File: config.mk
export PLATFORM = sky130hd
export DESIGN_NAME = pkd_simd_alu
export DESIGN_NICKNAME = d
export VERILOG_FILES = /design/src/rtl/simd_alu_pkg.sv /design/src/rtl/simd_lane.sv /design/src/rtl/simd_lane_bank.sv /design/src/rtl/pkd_simd_alu.sv
export SDC_FILE = /design/constraint.sdc
export NUM_CORES = 1
export LEC_CHECK = 0
export ABC_AREA = 1
export CAP_MARGIN = 40
export CORE_UTILIZATION = 32
export DETAILED_ROUTE_END_ITERATION = 6
export DONT_BUFFER_PORTS = 1
export PLACE_DENSITY_LB_ADDON = 0.15
export SYNTH_ARGS = -nofsm -noshare
export SYNTH_HDL_FRONTEND = slang
export SYNTH_SLANG_ARGS = --single-unit
File: constraint.sdc
create_clock -name clk_i -period 0.8 [get_ports clk_i]
set_input_delay 0.12 -clock clk_i [delete_from_list [all_inputs] [get_ports clk_i]]
set_output_delay 0.12 -clock clk_i [all_outputs]
set_load 0.05 [all_outputs]
File: src/rtl/simd_alu_pkg.sv
package simd_alu_pkg;
  localparam int unsigned OP_W  = 3;
  localparam int unsigned CMP_W = 3;

  localparam logic [OP_W-1:0] OP_ADD  = 3'd0;
  localparam logic [OP_W-1:0] OP_SUB  = 3'd1;
  localparam logic [OP_W-1:0] OP_ABSD = 3'd2;
  localparam logic [OP_W-1:0] OP_AVG  = 3'd3;
  localparam logic [OP_W-1:0] OP_MAX  = 3'd4;
  localparam logic [OP_W-1:0] OP_MIN  = 3'd5;
  localparam logic [OP_W-1:0] OP_SET  = 3'd6;
  localparam logic [OP_W-1:0] OP_NONE = 3'd7;

  localparam logic [CMP_W-1:0] CMP_EQ = 3'd0;
  localparam logic [CMP_W-1:0] CMP_NE = 3'd1;
  localparam logic [CMP_W-1:0] CMP_LT = 3'd2;
  localparam logic [CMP_W-1:0] CMP_LE = 3'd3;
  localparam logic [CMP_W-1:0] CMP_GT = 3'd4;
  localparam logic [CMP_W-1:0] CMP_GE = 3'd5;

  localparam logic MODE_NARROW = 1'b0;
  localparam logic MODE_WIDE   = 1'b1;
endpackage

File: src/rtl/simd_lane.sv
module simd_lane
  import simd_alu_pkg::*;
#(
  parameter int unsigned W = 8
) (
  input  logic [W-1:0]     a_i,
  input  logic [W-1:0]     b_i,
  input  logic [OP_W-1:0]  op_i,
  input  logic [CMP_W-1:0] cmp_i,
  input  logic             sign_i,
  output logic [W-1:0]     y_o
);
  // sign- or zero-extended operands give one ordering for both modes
  logic signed [W:0]   ax, bx;
  logic signed [W+1:0] dif;
  logic [W+1:0]        dif_abs;
  logic [W:0]          avg_sum;
  logic                eq, lt, hit;

  assign ax      = $signed({sign_i & a_i[W-1], a_i});
  assign bx      = $signed({sign_i & b_i[W-1], b_i});
  assign eq      = (a_i == b_i);
  assign lt      = (ax < bx);
  assign dif     = {ax[W], ax} - {bx[W], bx};
  assign dif_abs = lt ? -dif : dif;
  assign avg_sum = {1'b0, a_i} + {1'b0, b_i} + {{W{1'b0}}, 1'b1};

  always_comb begin
    unique case (cmp_i)
      CMP_EQ:  hit = eq;
      CMP_NE:  hit = !eq;
      CMP_LT:  hit = lt;
      CMP_LE:  hit = lt || eq;
      CMP_GT:  hit = !(lt || eq);
      CMP_GE:  hit = !lt;
      default: hit = 1'b0;
    endcase
  end

  always_comb begin
    unique case (op_i)
      OP_ADD:  y_o = a_i + b_i;
      OP_SUB:  y_o = a_i - b_i;
      OP_ABSD: y_o = dif_abs[W-1:0];
      OP_AVG:  y_o = avg_sum[W:1];
      OP_MAX:  y_o = lt ? b_i : a_i;
      OP_MIN:  y_o = lt ? a_i : b_i;
      OP_SET:  y_o = {{(W-1){1'b0}}, hit};
      default: y_o = '0;
    endcase
  end
endmodule

File: src/rtl/simd_lane_bank.sv
module simd_lane_bank
  import simd_alu_pkg::*;
#(
  parameter int unsigned DATA_W = 32,
  parameter int unsigned LANE_W = 8
) (
  input  logic [DATA_W-1:0] a_i,
  input  logic [DATA_W-1:0] b_i,
  input  logic [OP_W-1:0]   op_i,
  input  logic [CMP_W-1:0]  cmp_i,
  input  logic              sign_i,
  output logic [DATA_W-1:0] y_o
);
  localparam int unsigned LANES = DATA_W / LANE_W;

  for (genvar k = 0; k < LANES; k++) begin : g_lane
    simd_lane #(.W(LANE_W)) u_lane (
      .a_i    (a_i[k*LANE_W +: LANE_W]),
      .b_i    (b_i[k*LANE_W +: LANE_W]),
      .op_i   (op_i),
      .cmp_i  (cmp_i),
      .sign_i (sign_i),
      .y_o    (y_o[k*LANE_W +: LANE_W])
    );
  end
endmodule

File: src/rtl/pkd_simd_alu.sv
module pkd_simd_alu
  import simd_alu_pkg::*;
#(
  parameter int unsigned DATA_W   = 32,
  parameter int unsigned NARROW_W = 8,
  parameter int unsigned WIDE_W   = 16
) (
  input  logic              clk_i,
  input  logic              rst_ni,
  input  logic              mode_i,
  input  logic              sign_i,
  input  logic [OP_W-1:0]   op_i,
  input  logic [CMP_W-1:0]  cmp_i,
  input  logic [DATA_W-1:0] a_i,
  input  logic [DATA_W-1:0] b_i,
  output logic [DATA_W-1:0] res_o
);
  localparam int unsigned NARROW_LANES = DATA_W / NARROW_W;

  logic [DATA_W-1:0] y_narrow, y_wide, y_sel;

  simd_lane_bank #(.DATA_W(DATA_W), .LANE_W(NARROW_W)) u_narrow (
    .a_i(a_i), .b_i(b_i), .op_i(op_i), .cmp_i(cmp_i), .sign_i(sign_i), .y_o(y_narrow)
  );

  simd_lane_bank #(.DATA_W(DATA_W), .LANE_W(WIDE_W)) u_wide (
    .a_i(a_i), .b_i(b_i), .op_i(op_i), .cmp_i(cmp_i), .sign_i(sign_i), .y_o(y_wide)
  );

  assign y_sel = (mode_i == MODE_WIDE) ? y_wide : y_narrow;

  always_ff @(posedge clk_i or negedge rst_ni) begin
    if (!rst_ni) res_o <= '0;
    else         res_o <= y_sel;
  end


  set_bool_chk: assert property (@(posedge clk_i) disable iff (!rst_ni)
    ($past(rst_ni) && $past(op_i) == OP_SET && $past(mode_i) == MODE_NARROW)
      |-> (res_o[NARROW_W-1:1] == '0 && res_o[2*NARROW_W-1:NARROW_W+1] == '0
           && $countones(res_o) <= NARROW_LANES));


  none_zero_chk: assert property (@(posedge clk_i) disable iff (!rst_ni)
    ($past(rst_ni) && $past(op_i) == OP_NONE) |-> (res_o == '0));


  absd_zero_chk: assert property (@(posedge clk_i) disable iff (!rst_ni)
    ($past(rst_ni) && $past(op_i) == OP_ABSD && $past(mode_i) == MODE_NARROW)
      |-> ((res_o[NARROW_W-1:0] == '0) == ($past(a_i[NARROW_W-1:0]) == $past(b_i[NARROW_W-1:0]))));


  avg_range_chk: assert property (@(posedge clk_i) disable iff (!rst_ni)
    ($past(rst_ni) && $past(op_i) == OP_AVG && $past(mode_i) == MODE_NARROW)
      |-> ((res_o[NARROW_W-1:0] >= $past(a_i[NARROW_W-1:0]) || res_o[NARROW_W-1:0] >= $past(b_i[NARROW_W-1:0]))
        && (res_o[NARROW_W-1:0] <= $past(a_i[NARROW_W-1:0]) || res_o[NARROW_W-1:0] <= $past(b_i[NARROW_W-1:0]))));


  umax_wide_chk: assert property (@(posedge clk_i) disable iff (!rst_ni)
    ($past(rst_ni) && $past(op_i) == OP_MAX && !$past(sign_i) && $past(mode_i) == MODE_WIDE)
      |-> (res_o[WIDE_W-1:0] >= $past(a_i[WIDE_W-1:0]) && res_o[WIDE_W-1:0] >= $past(b_i[WIDE_W-1:0])));
endmodule

# Yosys cells after proc, flatten, opt, wreduce, memory -nomap -nowiden

Cells that the tools add are included.

Register bits after elaboration: 32
Latch bits: 0
Memory bits (writable): 0
ROM bits: 0
Input port bits: 74
Output and inout bits: 32
Word-level logic and storage cells: 125
Memories: 0

Add/sub/neg operators: 36
Multiply operators: 0
Div/mod/pow operators: 0
Order comparisons: 6
Eq/ne operators: 17
Shifts and indexed selects: 0
Multiplexer cells: 31
Bitwise logic cells: 8
Reduce and logical (&&, ||, !) cells: 26

Operators by type and width:

| kind                                          | number |
|---|---|
| one-hot mux 16 bit (7 select lines)           | 2 |
| one-hot mux 8 bit (7 select lines)            | 4 |
| 2-to-1 mux 16 bit                             | 6 |
| 2-to-1 mux 8 bit                              | 12 |
| subtractor 16 bit                             | 4 |
| subtractor 8 bit                              | 8 |
| adder 8 x 8 -> 9 bit                          | 4 |
| adder 9 x 1 -> 9 bit, second input constant   | 4 |
| less-than comparator 9 bit                    | 4 |
| one-hot mux 1 bit (6 select lines)            | 6 |
| adder 16 x 16 -> 17 bit                       | 2 |
| adder 17 x 1 -> 17 bit, second input constant | 2 |
| less-than comparator 17 bit                   | 2 |
| adder 16 bit                                  | 2 |
| adder 8 bit                                   | 4 |
| == test 16 bit                                | 2 |
| == test 8 bit                                 | 4 |
| 2-to-1 mux 32 bit                             | 1 |
| negator 16 bit                                | 2 |
| negator 8 bit                                 | 4 |
| zero test 1 bit                               | 18 |
| == test 3 bit, second input constant          | 5 |
| == test 3 x 2 -> 1 bit, second input constant | 4 |
| AND 1 bit                                     | 8 |
| other kinds (3)                               | 10 |

# Logic depth before layout (Yosys ltp)

Gate-level depths: netlist (run 1).

Word-level depth: 7
Mapped depth: 23
Gate-level depth less buffers: 23

# Modules after synthesis

A second synthesis (run 1) with hierarchy kept.

Cells, all modules: 3163
Area total of the unflattened synthesis: 16877.4 um^2

By module, submodules not included:

| module                                     | times used | cells each | area an instance (um^2) |
|---|---|---|---|
| simd_lane at u_narrow.g_lane[0].u_lane ... | 3          | 359        | 1946.9 |
| simd_lane at u_wide.g_lane[1].u_lane       | 1          | 795        | 3925.0 |
| simd_lane at u_wide.g_lane[0].u_lane       | 1          | 796        | 3908.7 |
| simd_lane at u_narrow.g_lane[3].u_lane     | 1          | 359        | 1910.6 |
| pkd_simd_alu                               | 1          | 136        | 1292.5 |

# Least setup slack after synthesis (run 1)

No wires, ideal clock.

Path type: input -> register
From: input port op_i[1]
To: register res_o[30]
Library setup time: 0.122 ns
Data arrival time: 2.397 ns
Path slack: -1.719 ns
Stages on the path: 15
Path buffers: 2
Cell sequence: nor3_1 clkbuf_1 clkbuf_1 o21ai_0 fa_1 nand3_1 nand2_1 nand2_1 nand2_1 a21oi_1 xnor2_1 a21oi_1 nand4_1 nand2_1 a21oi_1

Longest elaborated chain between the ends: 3

Ends and longest elaborated chain:

| element                                                                                          | line               | text |
|---|---|---|
| start: declaration                                                                               | pkd_simd_alu.sv:12 | `input logic [OP_W-1:0] op_i,` |
| == test 3 bit, or another cell as far along                                                      | simd_lane.sv:41    | `unique case (op_i)` |
| one-hot mux 8 bit (7 select lines) / one-hot mux 16 bit (7 select lines) (equally long branches) | simd_lane.sv:41    |  |
| 2-to-1 mux 32 bit (*)                                                                            | pkd_simd_alu.sv:30 | `assign y_sel = (mode_i == MODE_WIDE) ? y_wide : y_narrow;` |
| via y_sel[30]                                                                                    | pkd_simd_alu.sv:20 | `logic [DATA_W-1:0] y_narrow, y_wide, y_sel;` |
| end signal: assignment                                                                           | pkd_simd_alu.sv:34 | `else res_o <= y_sel;` |
| end: declaration                                                                                 | pkd_simd_alu.sv:16 | `output logic [DATA_W-1:0] res_o` |

The timed path passes the listed nets; every way through them passes the cells marked *.

# Final worst setup path (run 1)

From: input port b_i[24]
To: register res_o[31]

Longest elaborated chain between the ends: 5

Ends and longest elaborated chain:

| element                                                                                          | line               | text |
|---|---|---|
| start: declaration                                                                               | pkd_simd_alu.sv:15 | `input logic [DATA_W-1:0] b_i,` |
| subtractor 16 bit / subtractor 8 bit (equally long branches)                                     | simd_lane.sv:24    | `assign dif = {ax[W], ax} - {bx[W], bx};` |
| negator 16 bit / negator 8 bit (equally long branches)                                           | simd_lane.sv:25    | `assign dif_abs = lt ? -dif : dif;` |
| 2-to-1 mux 16 bit / 2-to-1 mux 8 bit (equally long branches)                                     | simd_lane.sv:25    |  |
| one-hot mux 16 bit (7 select lines) / one-hot mux 8 bit (7 select lines) (equally long branches) | simd_lane.sv:41    |  |
| 2-to-1 mux 32 bit (*)                                                                            | pkd_simd_alu.sv:30 |  |
| via y_sel[31]                                                                                    | pkd_simd_alu.sv:20 |  |

Marks and branches as above.

==> results_dict.tcl, run 1 <==
set metrics [dict create \
    grt_max_degree 33 \
    ctsRootBufferMaster "clkbuf_16" \
    worst-path-buf-inv 4 \
    reg_top3 "res_o x32" \
    hp-class "primary input to async pin" \
    crit_path_start_kind "primary input" \
    pin_count 106 \
    place_inst 2948 \
    vias 15968 \
    dr.pass1.iters 7 \
    rsz0062_at_grt "true" \
    grt_pass1_vias 15631 \
    syn_to_final_growth_pct 64.4 \
    grt-ovfl-total 0 \
    gp_congestion 0.964 \
    postCtsHoldBufs 1 \
    fin_ws_ns -1.26 \
    cts_buffer_depth 2 \
    hpwl_um 45100 \
    synth_area_leader_cell "nand2_1" \
    slowest_delay_ns 0.34 \
    cp_max_fo 5 \
    cp.required_ns 1.01 \
    core_um2 33700 \
    nNetsFinal 2727 \
    regMostFlops "res_o" \
    crit_arrival_ns 2.27 \
    clk_pin_slew_worst_paths_ns 0.07 \
    hold_viol_final 32 \
    synth-edff-count 0 \
    syn-num-nets 2234 \
    final_util_pct 53.6 \
    crit_type "primary input to flip-flop" \
    post-route-min-period_ns 2.06 \
    async_flop_share_pct 100 \
    portBuffers 0 \
    max-cap-violations 0 \
    cts.htree.levels 2 \
    vdd_drop_max_uv 706 \
    end_kind "flip-flop" \
    drv_slew 0 \
    clock-sinks 32 \
    cpMostUsedCell "nand2_1" \
    synthFlopType "dfrtp_1" \
    finalCritPeriodShare_pct 257 \
    whs_ns -0.505 \
    power_density_nw_per_um2 1160 \
    track_usage_pct 31.4 \
    drive_gt1_share_pct 37.8 \
    antenna_cells 0 \
    yosys_warnings 0 \
    cts_tree "built" \
    tns_ns -42.01 \
    failed_checks "DRC, hold timing, setup timing" \
    antenna_left 0 \
    status "finished with violations" \
    initialDrtViolationCount 1324 \
    largest_reg_flops 32 \
    yosysSeqAreaShare_pct 7.28 \
    syn-cell-area_um2 11000 \
    cts_made_buffers 5 \
    worst_path_max_delay_cell "ha_1" \
    rows 67 \
    crit_family "simple AND/OR/NAND/NOR gates" \
    synth.area.top_cells "nand2_1 19%, nand3_1 11%, inv_1 9.3%" \
    antenna_found_initial 1 \
    fillers 3452 \
    finalSetupViolations 64 \
    die-area_um2 35100 \
    wl_um 56000 \
    drc 10 \
    via_per_inst 5.31 \
    wl_per_cell_um 18.6 \
    synth_cells 2067 \
    max_freq_mhz 486 \
    fp.dieW_um 187 \
    syn_avg_cell_area_um2 5.32 \
    tightest_slew_ns 0.435 \
    ys_types 55 \
    synth_top_area_share_pct 19.0 \
    die_y_um 187 \
    path_cells "clkinvlp_4, ha_4, inv_4, buf_4, nand2_2, xor2_1, ha_1, a21o_1, nand2_1, nand3_2, nand2_2, nand2_2, a21oi_2, xor2_1, nand2_1, nand2_1, nor2_2, nor2_1, nand2_1, inv_1" \
    max_slew_margin_pct 70.7 \
    instances_no_fill 3008 \
    start_util_pct 32.6 \
    ys_ff_latch 32 \
    leakage_nw 8.89 \
    grt_pass1_wl_um 85600 \
]
area by class of cell:
cell class	instances	area [um2]	share of cell area (%)
well taps	448	561	3.10
flip-flops and latches	32	803	4.44
inverters	290	1230	6.78
clock inverters	2	12.5	0.0692
multi-input cells	1669	10500	58.0
clock buffers	5	125	0.692
repair buffers	562	4870	26.9
cells in the mapped netlist, drive strengths merged (7+ instances only):
master / number
nand2: 573
inv: 285
nand3: 238
nor2: 204
a21oi: 181
o21ai: 180
ha: 81
buf: 51
nand4: 34
dfrtp: 32
nor3: 30
clkbuf: 27
o211ai: 24
xor2: 23
o221ai: 15
o22ai: 13
fa: 12
o21bai: 10
or2: 7
through the flow:
stage	total power [W]	setup WS, ns	instance area, um2
global route	0.0224	-1.42	18100
CTS	0.0201	-1.21	17400
floorplan	0.00981	-1.33	11400
finish	0.0210	-1.26	18100
detailed placement	0.0165	-1.79	15800
global placement	0.0164	-1.79	15800
power by group:
group	leakage (nW)	internal (W)	total, W	switching (W)
clock	0.0657	0.00114	0.00214	0.00100
combinational	8.44	0.00745	0.0167	0.00921
sequential	0.391	0.00191	0.00221	0.000299
cell families (layout without fill, tap and decap cells):
group | count (synthesis) | after routing | share of synthesized area, %
AOI/OAI and AO/OA | 447 | 447 | 22.6
xor gates and xnor gates | 28 | 28 | 2.23
adders and majority gates | 93 | 93 | 11.4
buffers and inverters | 368 | 859 | 13.6
DFF | 32 | 32 | 7.28
and+or+nand+nor | 1099 | 1101 | 42.9
placed cells by master (no fill, tap or decap), types with 5 or more instances in the layout:
| master | Yosys | routed |
|---|---|---|
| buf_4 | 13 | 489 |
| nand2_1 | 556 | 467 |
| inv_1 | 273 | 232 |
| nand3_1 | 236 | 189 |
| a21oi_1 | 179 | 147 |
| nor2_1 | 196 | 146 |
| o21ai_0 | 162 | 109 |
| nand2_2 | 14 | 78 |
| o21ai_1 | 16 | 49 |
| ha_1 | 81 | 45 |
| nand3_2 | 1 | 42 |
| buf_12 | 0 | 42 |
| nor2_2 | 7 | 35 |
| nand4_1 | 34 | 34 |
| ha_4 | 0 | 33 |
| a21oi_2 | 1 | 30 |
| dfrtp_1 | 32 | 30 |
| inv_2 | 12 | 28 |
| buf_6 | 4 | 27 |
| nand2_4 | 3 | 26 |
| o211ai_1 | 24 | 24 |
| nor2_4 | 1 | 23 |
| o21ai_2 | 2 | 20 |
| xor2_1 | 23 | 17 |
| nor3_1 | 29 | 17 |
| o221ai_1 | 15 | 14 |
| o22ai_1 | 13 | 13 |
| inv_4 | 0 | 11 |
| clkinvlp_4 | 0 | 9 |
| o21bai_1 | 9 | 8 |
| nor3_4 | 1 | 7 |
| nand3_4 | 1 | 7 |
| fa_1 | 12 | 7 |
| nor3_2 | 0 | 6 |
| xor2_2 | 0 | 6 |
| clkinv_1 | 5 | 5 |
| a211oi_1 | 6 | 5 |
| fa_2 | 0 | 5 |
| clkbuf_16 | 0 | 5 |
what timing repair did:
action,in CTS,in global routing
resized for setup,285,181
buffers inserted,34,19
hold endpoints to repair,34,32
pin swaps,112,108
gates cloned,3,0
endpoints found under the setup margin,64,64
worst paths after layout:
kind	from	cells past startpoint	slack, ns	endpoint
worst max-delay path	b_i[24]	20	-1.26	res_o[31]
min in group clk_i	mode_i	3	0.04	res_o[7]
max in group asynchronous	rst_ni	0	1.21	res_o[9]
worst min-delay path	rst_ni	0	-0.51	res_o[24]
per-layer routing:
layer	GRT usage [%]	part of all wire (%)	vias to the layer above
met1	37.9	41	7413
li1	-	-	7813
met4	14.7	4.6	2
met5	0	0.025	-
met3	3.77	6.4	145
met2	55.2	48	595
(Power assumes the default switching activity.)
==> inputs of run 2 (changes only) <==
- REMOVE_ABC_BUFFERS: not set -> 1
==> results_dict.tcl, run 2 (synthesis results as in run 1) <==
set metrics [dict create \
    layout_common_cells "537 x buf_4, 464 x nand2_1, 240 x inv_1" \
    end_kind "flip-flop" \
    crit_path_start_kind "primary input" \
    ctsRootBufferMaster "clkbuf_16" \
    dpl-instance-area_um2 15900 \
    nNetsFinal 2784 \
    grt-ovfl-total 0 \
    max-cap-violations 0 \
    rows 67 \
    place_inst 2992 \
    power_density_nw_per_um2 1180 \
    start_util_pct 32.6 \
    vdd_drop_max_uv 714 \
    clk_pin_slew_worst_paths_ns 0.07 \
    leakage_nw 9.27 \
    final_util_pct 55.5 \
    failed_checks "DRC, hold timing, setup timing" \
    pin_count 106 \
    grt_max_degree 33 \
    finalSetupViolations 64 \
    core_um2 33700 \
    clock-sinks 32 \
    worst_path_max_delay_cell "fa_2" \
    regMostFlops "res_o" \
    drv_slew 0 \
    drc 2 \
    cts_tree "built" \
    crit_type "primary input to flip-flop" \
    cts.htree.levels 2 \
    status "finished with violations" \
    max_freq_mhz 493 \
    hold_viol_final 32 \
    slowest_delay_ns 0.44 \
    antenna_found_initial 0 \
    cts_made_buffers 5 \
    via_per_inst 5.36 \
    cts_buffer_depth 2 \
    p_total_w 0.0220 \
    cp_max_fo 6 \
    startpoint "a_i[0]" \
    post-route-min-period_ns 2.03 \
    cp_num_cells 17 \
    die_y_um 187 \
    grt_pass1_vias 16177 \
    vias 16438 \
    crit_family "adder cells" \
    dr.pass1.iters 7 \
    wl_per_cell_um 18.9 \
    tightest_slew_ns 0.636 \
    cp.required_ns 1.05 \
    hpwl_um 45100 \
    grt_pass1_wl_um 87800 \
    max_slew_margin_pct 57.1 \
    reg_top3 "res_o x32" \
    largest_reg_flops 32 \
    rsz0062_at_grt "true" \
    whs_ns -0.515 \
    antenna_left 0 \
    fin_area_um2 18700 \
    crit_arrival_ns 2.27 \
    gp_congestion 0.998 \
    crit_path_end "res_o[14]" \
    fp.dieW_um 187 \
    finalCritPeriodShare_pct 253 \
    fillers 3398 \
    wl_um 57800 \
    syn_to_final_growth_pct 70.0 \
    portBuffers 0 \
    track_usage_pct 32.0 \
    antenna_cells 0 \
    instances_no_fill 3066 \
    fin_ws_ns -1.23 \
    die-area_um2 35100 \
    worst-path-buf-inv 5 \
    postCtsHoldBufs 1 \
    drive_gt1_share_pct 39.0 \
    path_cells "clkinv_16, ha_4, inv_4, fa_2, inv_2, ha_4, inv_4, nor2_4, nand3_4, nor2_4, nand4_1, o21ai_2, buf_6, nand3_2, nand2_2, nand3_2, a21oi_2" \
    hp-class "primary input to async pin" \
    initialDrtViolationCount 1334 \
    mostFrequentLayoutCell "buf_4" \
]
[run 2: cell types whose count changed in the layout (fill, tap and decap cells not counted), moves of 4 or more]
| cell | previous run | this run |
|---|---|---|
| buf_12 | 42 | 46 |
| o21ai_1 | 49 | 55 |
| buf_4 | 489 | 537 |
| inv_1 | 232 | 240 |
| o21ai_2 | 20 | 14 |
| nor2_1 | 146 | 150 |
| ha_4 | 33 | 37 |
| inv_4 | 11 | 6 |
| nor2_4 | 23 | 18 |
[run 2: stage by stage]
step	setup TNS (ns)	setup WS (ns)
final	-41.50	-1.23
after global routing	-45.12	-1.39
after CTS	-39.85	-1.20
after detailed placement	-51.31	-1.80
after global placement	-50.15	-1.73
after floorplan	-87.32	-3.17
[run 2: how the worst min path moves through the flow]
stage / startpoint / to / slack (ns)
6_report: rst_ni / res_o[2] / -0.51
5_1_grt: rst_ni / res_o[7] / -0.52
4_1_cts: rst_ni / res_o[7] / -0.52
3_5_place_dp: rst_ni / res_o[2] / -0.17
3_3_place_gp: rst_ni / res_o[2] / -0.17
2_1_floorplan: rst_ni / res_o[0] / -0.18
[run 2: what timing repair did]
item / in CTS / in global routing
resized for setup: 348 / 189
hold endpoints to repair: 34 / 32
pin swaps: 135 / 95
buffers inserted: 34 / 29
setup endpoints to repair: 64 / 64
gates cloned: 5 / 1
[run 2: area by class of cell]
| class | count | area (um2) | share of cell area, % |
|---|---|---|---|
| Tap cell | 448 | 561 | 3.00 |
| Clock buffer | 5 | 125 | 0.669 |
| Sequential cell | 32 | 803 | 4.30 |
| Multi-Input combinational cell | 1667 | 10500 | 56.2 |
| Timing Repair Buffer | 621 | 5490 | 29.4 |
| Clock inverter | 3 | 23.8 | 0.127 |
| Inverter | 290 | 1190 | 6.37 |
[run 2: layer usage]
metal  track usage [%]  wire length (um)
met1              38.8             23100
met3              4.11              4000
met2              55.7             28000
met5                 0                 0
met4              15.4              2760
[run 2: report_power, final]
part           leakage, nW  switching, W  internal (W)
sequential           0.391      0.000281       0.00191
clock               0.0660       0.00105       0.00117
combinational         8.81       0.00950       0.00807
total                 9.27        0.0108        0.0111
